## config.mk

```make
export PLATFORM = sky130hd
export DESIGN_NAME = dual_issue_steer
export DESIGN_NICKNAME = d
export VERILOG_FILES = /design/src/rtl/dis_pkg.sv /design/src/rtl/dis_decode.sv /design/src/rtl/dis_hazard.sv /design/src/rtl/dis_steer.sv /design/src/rtl/dual_issue_steer.sv
export SDC_FILE = /design/constraint.sdc
export NUM_CORES = 1
export LEC_CHECK = 0
export ABC_CLOCK_PERIOD_IN_PS = 4900
export BUFFER_PORTS_ARGS = -buffer_cell sky130_fd_sc_hd__buf_4
export CAP_MARGIN = 15
export CORE_MARGIN = 4
export CORE_UTILIZATION = 50
export CTS_BUF_LIST = sky130_fd_sc_hd__clkbuf_16
export CTS_CLUSTER_DIAMETER = 80
export DETAILED_ROUTE_END_ITERATION = 7
export GPL_ROUTABILITY_DRIVEN = 0
export HOLD_SLACK_MARGIN = 0.02
export PLACE_DENSITY = 0.81
export SETUP_SLACK_MARGIN = 0.05
export SYNTH_ARGS = -nofsm -noshare
export SYNTH_HDL_FRONTEND = slang
export SYNTH_HIERARCHICAL = 1
export SYNTH_SLANG_ARGS = --single-unit
```

## constraint.sdc

```tcl
create_clock -name clk -period 4.9 [get_ports clk]
set_clock_uncertainty 0.2 [all_clocks]
set_input_delay 1.47 -clock clk [delete_from_list [all_inputs] [get_ports clk]]
set_output_delay 1.47 -clock clk [all_outputs]
set_load 0.01 [all_outputs]
```

## src/rtl/dis_pkg.sv

```systemverilog
// Package: shared types for the two-wide issue steering block.
// Assumes the class encoding below is fixed by the instruction format.
package dis_pkg;

    typedef enum logic [1:0] {
        CLS_ALU    = 2'b00,
        CLS_LOAD   = 2'b01,
        CLS_STORE  = 2'b10,
        CLS_BRANCH = 2'b11
    } insn_cls_e;

    typedef enum logic {
        PIPE_A = 1'b0,
        PIPE_B = 1'b1
    } pipe_sel_e;

    localparam int unsigned NUM_SLOTS = 2;

    // True for classes that must use the memory pipe (A).
    function automatic logic cls_is_mem(insn_cls_e c);
        return (c == CLS_LOAD) || (c == CLS_STORE);
    endfunction

    // True for classes that must use the branch pipe (B).
    function automatic logic cls_is_branch(insn_cls_e c);
        return c == CLS_BRANCH;
    endfunction

    // True for classes that write a destination register.
    function automatic logic cls_writes(insn_cls_e c);
        return (c == CLS_ALU) || (c == CLS_LOAD);
    endfunction

endpackage

```

## src/rtl/dis_decode.sv

```systemverilog
// Module: dis_decode
// Extracts class and register fields from one held instruction word.
// Assumes class sits in the top two bits, then destination, first source
// and second source, each REG_W wide; remaining low bits are payload.
module dis_decode
    import dis_pkg::*;
#(
    parameter int unsigned INSN_W = 32,
    parameter int unsigned REG_W  = 5
) (
    input  logic [INSN_W-1:0] insn,
    output insn_cls_e         cls,
    output logic              needs_a,
    output logic              needs_b,
    output logic              writes,
    output logic [REG_W-1:0]  rd,
    output logic [REG_W-1:0]  rs1,
    output logic [REG_W-1:0]  rs2
);
    localparam int unsigned CLS_LSB = INSN_W - 2;
    localparam int unsigned RD_LSB  = CLS_LSB - REG_W;
    localparam int unsigned RS1_LSB = RD_LSB - REG_W;
    localparam int unsigned RS2_LSB = RS1_LSB - REG_W;

    // Field extraction and class attributes.
    always_comb begin
        cls     = insn_cls_e'(insn[INSN_W-1:CLS_LSB]);
        rd      = insn[RD_LSB  +: REG_W];
        rs1     = insn[RS1_LSB +: REG_W];
        rs2     = insn[RS2_LSB +: REG_W];
        needs_a = cls_is_mem(cls);
        needs_b = cls_is_branch(cls);
        writes  = cls_writes(cls);
    end

    generate
        if (RS2_LSB > 0) begin : g_payload
            logic unused_payload;
            assign unused_payload = ^insn[RS2_LSB-1:0];
        end
    endgenerate

endmodule

```

## src/rtl/dis_hazard.sv

```systemverilog
// Module: dis_hazard
// Flags a read-after-write dependency of the younger instruction on the
// older one. Assumes register 0 is a constant and carries no dependency.
module dis_hazard #(
    parameter int unsigned REG_W = 5
) (
    input  logic             old_writes,
    input  logic [REG_W-1:0] old_rd,
    input  logic [REG_W-1:0] yng_rs1,
    input  logic [REG_W-1:0] yng_rs2,
    output logic             raw
);
    // Destination-to-source compare, register zero excluded.
    always_comb begin
        raw = old_writes && (old_rd != '0) &&
              ((old_rd == yng_rs1) || (old_rd == yng_rs2));
    end
endmodule

```

## src/rtl/dis_steer.sv

```systemverilog
// Module: dis_steer
// Decides which slots issue and which pipe each one uses.
// Assumes pipe A serves memory operations, pipe B serves branches, and
// arithmetic may use either. Issue is strictly in program order.
module dis_steer
    import dis_pkg::*;
(
    input  logic      stall,
    input  logic      v0,
    input  logic      v1,
    input  logic      a0,
    input  logic      b0,
    input  logic      a1,
    input  logic      b1,
    input  logic      raw,
    output logic      iss0,
    output logic      iss1,
    output pipe_sel_e pipe0,
    output pipe_sel_e pipe1,
    output logic [1:0] count
);
    logic clash;

    // Issue decision: older first, younger only if it can pair.
    always_comb begin
        clash = (a0 && a1) || (b0 && b1);
        iss0  = v0 && !stall;
        iss1  = iss0 && v1 && !raw && !clash;
        count = {1'b0, iss0} + {1'b0, iss1};
    end

    // Pipe choice: restricted classes first, arithmetic fills the gap.
    always_comb begin
        if (a0)                 pipe0 = PIPE_A;
        else if (b0)            pipe0 = PIPE_B;
        else if (iss1 && a1)    pipe0 = PIPE_B;
        else                    pipe0 = PIPE_A;

        if (a1)                 pipe1 = PIPE_A;
        else if (b1)            pipe1 = PIPE_B;
        else                    pipe1 = (pipe0 == PIPE_A) ? PIPE_B : PIPE_A;
    end
endmodule

```

## src/rtl/dual_issue_steer.sv

```systemverilog
// Module: dual_issue_steer (top)
// Decodes two held instructions, checks their dependency, steers them to
// two asymmetric pipes and registers the result for the pipes.
// Assumes slot 0 is always the older instruction; synchronous active-low
// reset; stall holds the issue registers and takes nothing.
module dual_issue_steer
    import dis_pkg::*;
#(
    parameter int unsigned INSN_W = 32,
    parameter int unsigned REG_W  = 5
) (
    input  logic              clk,
    input  logic              rst_n,
    input  logic              stall_i,
    input  logic              slot0_valid,
    input  logic [INSN_W-1:0] slot0_insn,
    input  logic              slot1_valid,
    input  logic [INSN_W-1:0] slot1_insn,
    output logic [1:0]        consumed,
    output logic              pa_valid,
    output logic [INSN_W-1:0] pa_insn,
    output logic              pb_valid,
    output logic [INSN_W-1:0] pb_insn
);
    localparam int unsigned CLS_LSB = INSN_W - 2;

    logic [INSN_W-1:0] slot_insn [NUM_SLOTS];
    insn_cls_e         slot_cls  [NUM_SLOTS];
    logic              slot_a    [NUM_SLOTS];
    logic              slot_b    [NUM_SLOTS];
    logic              slot_wr   [NUM_SLOTS];
    logic [REG_W-1:0]  slot_rd   [NUM_SLOTS];
    logic [REG_W-1:0]  slot_rs1  [NUM_SLOTS];
    logic [REG_W-1:0]  slot_rs2  [NUM_SLOTS];

    logic      raw;
    logic      iss0, iss1;
    pipe_sel_e pipe0, pipe1;
    logic      nxt_a_v, nxt_b_v;
    logic [INSN_W-1:0] nxt_a_w, nxt_b_w;

    assign slot_insn[0] = slot0_insn;
    assign slot_insn[1] = slot1_insn;

    generate
        for (genvar s = 0; s < NUM_SLOTS; s++) begin : g_dec
            dis_decode #(.INSN_W(INSN_W), .REG_W(REG_W)) u_dec (
                .insn    (slot_insn[s]),
                .cls     (slot_cls[s]),
                .needs_a (slot_a[s]),
                .needs_b (slot_b[s]),
                .writes  (slot_wr[s]),
                .rd      (slot_rd[s]),
                .rs1     (slot_rs1[s]),
                .rs2     (slot_rs2[s])
            );
        end
    endgenerate

    dis_hazard #(.REG_W(REG_W)) u_haz (
        .old_writes (slot_wr[0]),
        .old_rd     (slot_rd[0]),
        .yng_rs1    (slot_rs1[1]),
        .yng_rs2    (slot_rs2[1]),
        .raw        (raw)
    );

    dis_steer u_steer (
        .stall (stall_i),
        .v0    (slot0_valid),
        .v1    (slot1_valid),
        .a0    (slot_a[0]),
        .b0    (slot_b[0]),
        .a1    (slot_a[1]),
        .b1    (slot_b[1]),
        .raw   (raw),
        .iss0  (iss0),
        .iss1  (iss1),
        .pipe0 (pipe0),
        .pipe1 (pipe1),
        .count (consumed)
    );

    // Per-pipe selection of the word to be registered.
    always_comb begin
        nxt_a_v = 1'b0;
        nxt_b_v = 1'b0;
        nxt_a_w = '0;
        nxt_b_w = '0;
        if (iss0) begin
            if (pipe0 == PIPE_A) begin nxt_a_v = 1'b1; nxt_a_w = slot0_insn; end
            else                 begin nxt_b_v = 1'b1; nxt_b_w = slot0_insn; end
        end
        if (iss1) begin
            if (pipe1 == PIPE_A) begin nxt_a_v = 1'b1; nxt_a_w = slot1_insn; end
            else                 begin nxt_b_v = 1'b1; nxt_b_w = slot1_insn; end
        end
    end

    // Issue registers feeding the two pipes; held while stalled.
    always_ff @(posedge clk) begin
        if (!rst_n) begin
            pa_valid <= 1'b0;
            pa_insn  <= '0;
            pb_valid <= 1'b0;
            pb_insn  <= '0;
        end else if (!stall_i) begin
            pa_valid <= nxt_a_v;
            pa_insn  <= nxt_a_w;
            pb_valid <= nxt_b_v;
            pb_insn  <= nxt_b_w;
        end
    end

    // pipe B never holds a memory operation.
    a_r2_no_mem_on_b: assert property (@(posedge clk) disable iff (!rst_n)
        pb_valid |-> !cls_is_mem(insn_cls_e'(pb_insn[INSN_W-1:CLS_LSB])));

    // pipe A never holds a branch.
    a_r2_no_branch_on_a: assert property (@(posedge clk) disable iff (!rst_n)
        pa_valid |-> !cls_is_branch(insn_cls_e'(pa_insn[INSN_W-1:CLS_LSB])));

    // no issue without an older instruction.
    a_r3_order: assert property (@(posedge clk) disable iff (!rst_n)
        !slot0_valid |-> (consumed == 2'd0));

    // a pair that shares a restricted pipe issues singly.
    a_r5_shared_pipe: assert property (@(posedge clk) disable iff (!rst_n)
        ((slot_a[0] && slot_a[1]) || (slot_b[0] && slot_b[1])) |-> (consumed != 2'd2));

    // a dependency found by the compare blocks pairing.
    a_r6_raw_single: assert property (@(posedge clk) disable iff (!rst_n)
        raw |-> (consumed != 2'd2));

    // registered valid flags match the count of the previous cycle.
    a_r8_count_matches: assert property (@(posedge clk) disable iff (!rst_n)
        !stall_i |=> (({1'b0, pa_valid} + {1'b0, pb_valid}) == $past(consumed)));

    // stall freezes both issue registers.
    a_r9_stall_hold: assert property (@(posedge clk) disable iff (!rst_n)
        stall_i |=> $stable({pa_valid, pa_insn, pb_valid, pb_insn}));

endmodule

```

==> run summary <==
The total power density per cell area works out to 306 mW/mm^2. The logs give 0.000392 W for the switching power summed over all nets and 0 for the residual overflow from global routing. The cell family contributing the most delay on the critical path is simple AND/OR/NAND/NOR gates. Relative to the synthesized area, the layout overhead comes to 35.9%. After floorplanning, the core was divided into 30 placement rows. Dividing the detail-routed wire length by the instance count gives 17.8 um. The number of vias per cell after detailed routing is 5.83, and the I/O pin total is 137.

The initial detailed-routing violation count is 278. In this run the number of H-tree levels came out at 3. The pre-antenna-repair detailed-routing pass consisted of 5 iterations. The worst register-to-register path begins at pb_insn[18]$_SDFFE_PN0N_. On the final layout, the worst hold slack is 0.323 ns. Prior to clock tree synthesis, the placed netlist has a worst setup slack of -0.0960 ns. Clock tree synthesis inserted a total of 9 buffers. The run gives 0 as the final-report hold violation count. The logs give 0.262 for the overall track demand over capacity in global routing and 3.97 ns for the setup slack on the worst flop-to-flop path. Clock-pin slew was measured on the worst setup and hold paths at 0.05 ns. The floorplan step set the die width to 92.2 um.

The number of placed instances, taps included, is 618. The total of fill cells in the finished design was 570. For this run, the number of Yosys warnings is 6. The fraction of layout cells with a size suffix above 1 was 0.434; the number of buffer cells added on primary ports was 136. Max-cap violations in this run came to 0. The number of sinks handled by clock tree synthesis is 66. The floorplan step defined a die boundary enclosing 0.00850 mm^2. The floorplan step defined a core boundary enclosing 0.00683 mm^2. The worst setup path is captured at an output pin.

The post-layout utilization of the core was 0.705; the via count of the first global-routing pass was 3616. For the pin with the worst max-slew slack, the measured transition is 0.988 ns. The average instance area after synthesis works out to 8.26 um^2. The logs give 0.412 for the clock share of power and 0.191 for the combinational share of power.

The startpoint-to-endpoint class of the critical path was in2out. Setup repair after global routing left no endpoint under its margin. The routed layout has 3718 vias.

The worst hold path cell count was 2; the largest driver fanout on the critical path was 2. TritonCTS built the clock tree. The first global-routing pass estimated 18100 um of wire. The flow ran to the end, and the final reports show no timing, DRC or antenna violations. The required time at the worst-slack endpoint is 3.23 ns. In this run the vertical extent of the chip is 92.2 um. The worst register-to-register path ends at pb_insn[18]$_SDFFE_PN0N_. The repair_antennas step left the layout with diodes totalling 0. Based on the critical path, the design can be clocked at up to 0.208 GHz. The relative contribution of sequential cells to total power was 0.397.

The logs give 0 for the final setup violation count and 0.00354 mm^2 for the combined area of all synthesized cells. For the leakage dissipation, the log shows 1.94 nW. The final routed wirelength across all metal layers came out at 11300 um. The highest ir drop seen on vdd was 0.236 mV. The half-perimeter wire length of the detailed placement result came out at 7340 um. The number of antenna violations at the first check in global routing is 0. Among the stages of the critical path, the cell type that occurs most often is sky130_fd_sc_hd__buf_6. The path class of the tightest hold or removal check is reg2reg. The worst setup path is launched from an input port. In this run the number of cells on the critical path is 8. Counting cells, the worst reg-to-reg path comes to 2.

The end of the worst hold path was pa_insn[15]$_SDFFE_PN0N_. The normalized max-slew margin is 0.341. The signal on the critical path passes through buf_6, or4_4, o21ai_2, a21oi_2, nand4bb_4, a221oi_4, ha_4, buf_6.

The number of pins with negative max-slew slack in the final report is 0, and the count of buffering cells on the critical path with inverters included is 2. For this run, the slowest stage of the critical path takes 0.53 ns. The slowest stage of the critical path belongs to the cell sky130_fd_sc_hd__or4_4.

Startpoint of the worst hold path: pa_insn[15]$_SDFFE_PN0N_. Post-layout total power: 0.00147 W. In the synthesized netlist, the number of instances is 429.

At the worst endpoint, the arrival time is 3.14 ns. In this run the remaining antenna-violating nets after routing total 0. The number of standard cells in the final layout excluding fillers came out at 638. Root cell of the clock tree: sky130_fd_sc_hd__clkbuf_16. The minimum period implied by the final worst setup slack is 4.81 ns, and the net count after synthesis is 504. For the count of unresolved DRC violations after routing, the log shows 0. The later pin in the worst-skew pair is clocked with a latency of 0.32 ns. The logs give 0.00108 W for the internal power component and 2 for the maximum number of buffers from clock root to sink. The net total in the final layout is 612.

The maximum number of pins on one net before global-route repair was 68; the setup slack of the critical path after layout was 0.0929 ns. Initial cell density of the core: 0.518. The switching share of total power was 0.266. The ratio of final minimum period to clock period works out to 0.981.
## through the flow
stage          instance area [um^2]  TNS (ns)
6_report                       4810         0
5_1_grt                        4810         0
4_1_cts                        4760         0
3_5_place_dp                   4440   -0.0960
3_3_place_gp                   4440   -0.0695
2_1_floorplan                  3540         0
## flip-flops by register name (all words and copies together) (netlist names)
name	count
pb_valid	1
pb_insn	32
pa_valid	1
pa_insn	32
## cell usage in the layout, fill, tap and decap left out, types with 4 or more instances in the layout
master	count
sky130_fd_sc_hd__buf_4	151
sky130_fd_sc_hd__xor2_1	6
sky130_fd_sc_hd__ha_1	5
sky130_fd_sc_hd__a21oi_2	60
sky130_fd_sc_hd__xnor2_1	4
sky130_fd_sc_hd__o21ai_1	4
sky130_fd_sc_hd__inv_1	7
sky130_fd_sc_hd__a21oi_1	71
sky130_fd_sc_hd__dfxtp_1	66
sky130_fd_sc_hd__clkinv_1	4
sky130_fd_sc_hd__clkbuf_16	9
sky130_fd_sc_hd__o21ai_0	62
sky130_fd_sc_hd__nand3_1	66
## layer usage
metal,vias to the layer above,track usage,wire [um]
li1,1731,-,-
met1,1800,0.318,4510
met2,167,0.445,5780
met3,20,0.0722,837
met4,0,0.0903,211
met5,-,0,0
## tightest hold or removal path, stage by stage (launching register included)
cell and delay, ns:
sky130_fd_sc_hd__dfxtp_1 0.31, sky130_fd_sc_hd__o21ai_1 0.12, sky130_fd_sc_hd__a21oi_1 0.05
## worst max-delay path by stage
stage | start | to | slack [ns]
6_report | slot0_insn[28] | consumed[0] | 0.09
5_1_grt | slot0_insn[28] | consumed[0] | 0.02
4_1_cts | slot0_insn[28] | consumed[0] | 0.02
3_5_place_dp | slot0_insn[26] | consumed[0] | -0.1
3_3_place_gp | slot0_insn[26] | consumed[0] | -0.07
2_1_floorplan | slot0_insn[26] | consumed[0] | 0.19
## power groups by stage
| stage | Combinational [W] | Clock (W) | Sequential (W) |
|---|---|---|---|
| 2_1_floorplan | 0.000134 | 0 | 0.000608 |
| 3_3_place_gp | 0.000265 | 0 | 0.000595 |
| 3_5_place_dp | 0.000270 | 0 | 0.000596 |
| 4_1_cts | 0.000275 | 0.000612 | 0.000586 |
| 5_1_grt | 0.000305 | 0.000639 | 0.000589 |
| 6_report | 0.000282 | 0.000607 | 0.000586 |
## what timing repair did
| item | CTS | global route |
|---|---|---|
| hold buffers | 0 | 0 |
| setup buffers | 3 | 1 |
| resized for setup | 4 | 5 |
| setup endpoints to repair | 2 | 2 |
| pin swaps | 4 | 3 |
| hold endpoints to repair | 0 | 0 |
## area by class of cell
type	instances	area, um^2	area share
clock inverter	7	52.6	0.0109
tap	96	120	0.0249
inverter	6	22.5	0.00468
sequential	66	1320	0.274
clock buffer	9	225	0.0468
multi-input combinational	299	1890	0.392
timing repair buffer	155	1190	0.247
No activity file was read; power rests on OpenSTA's default activity.
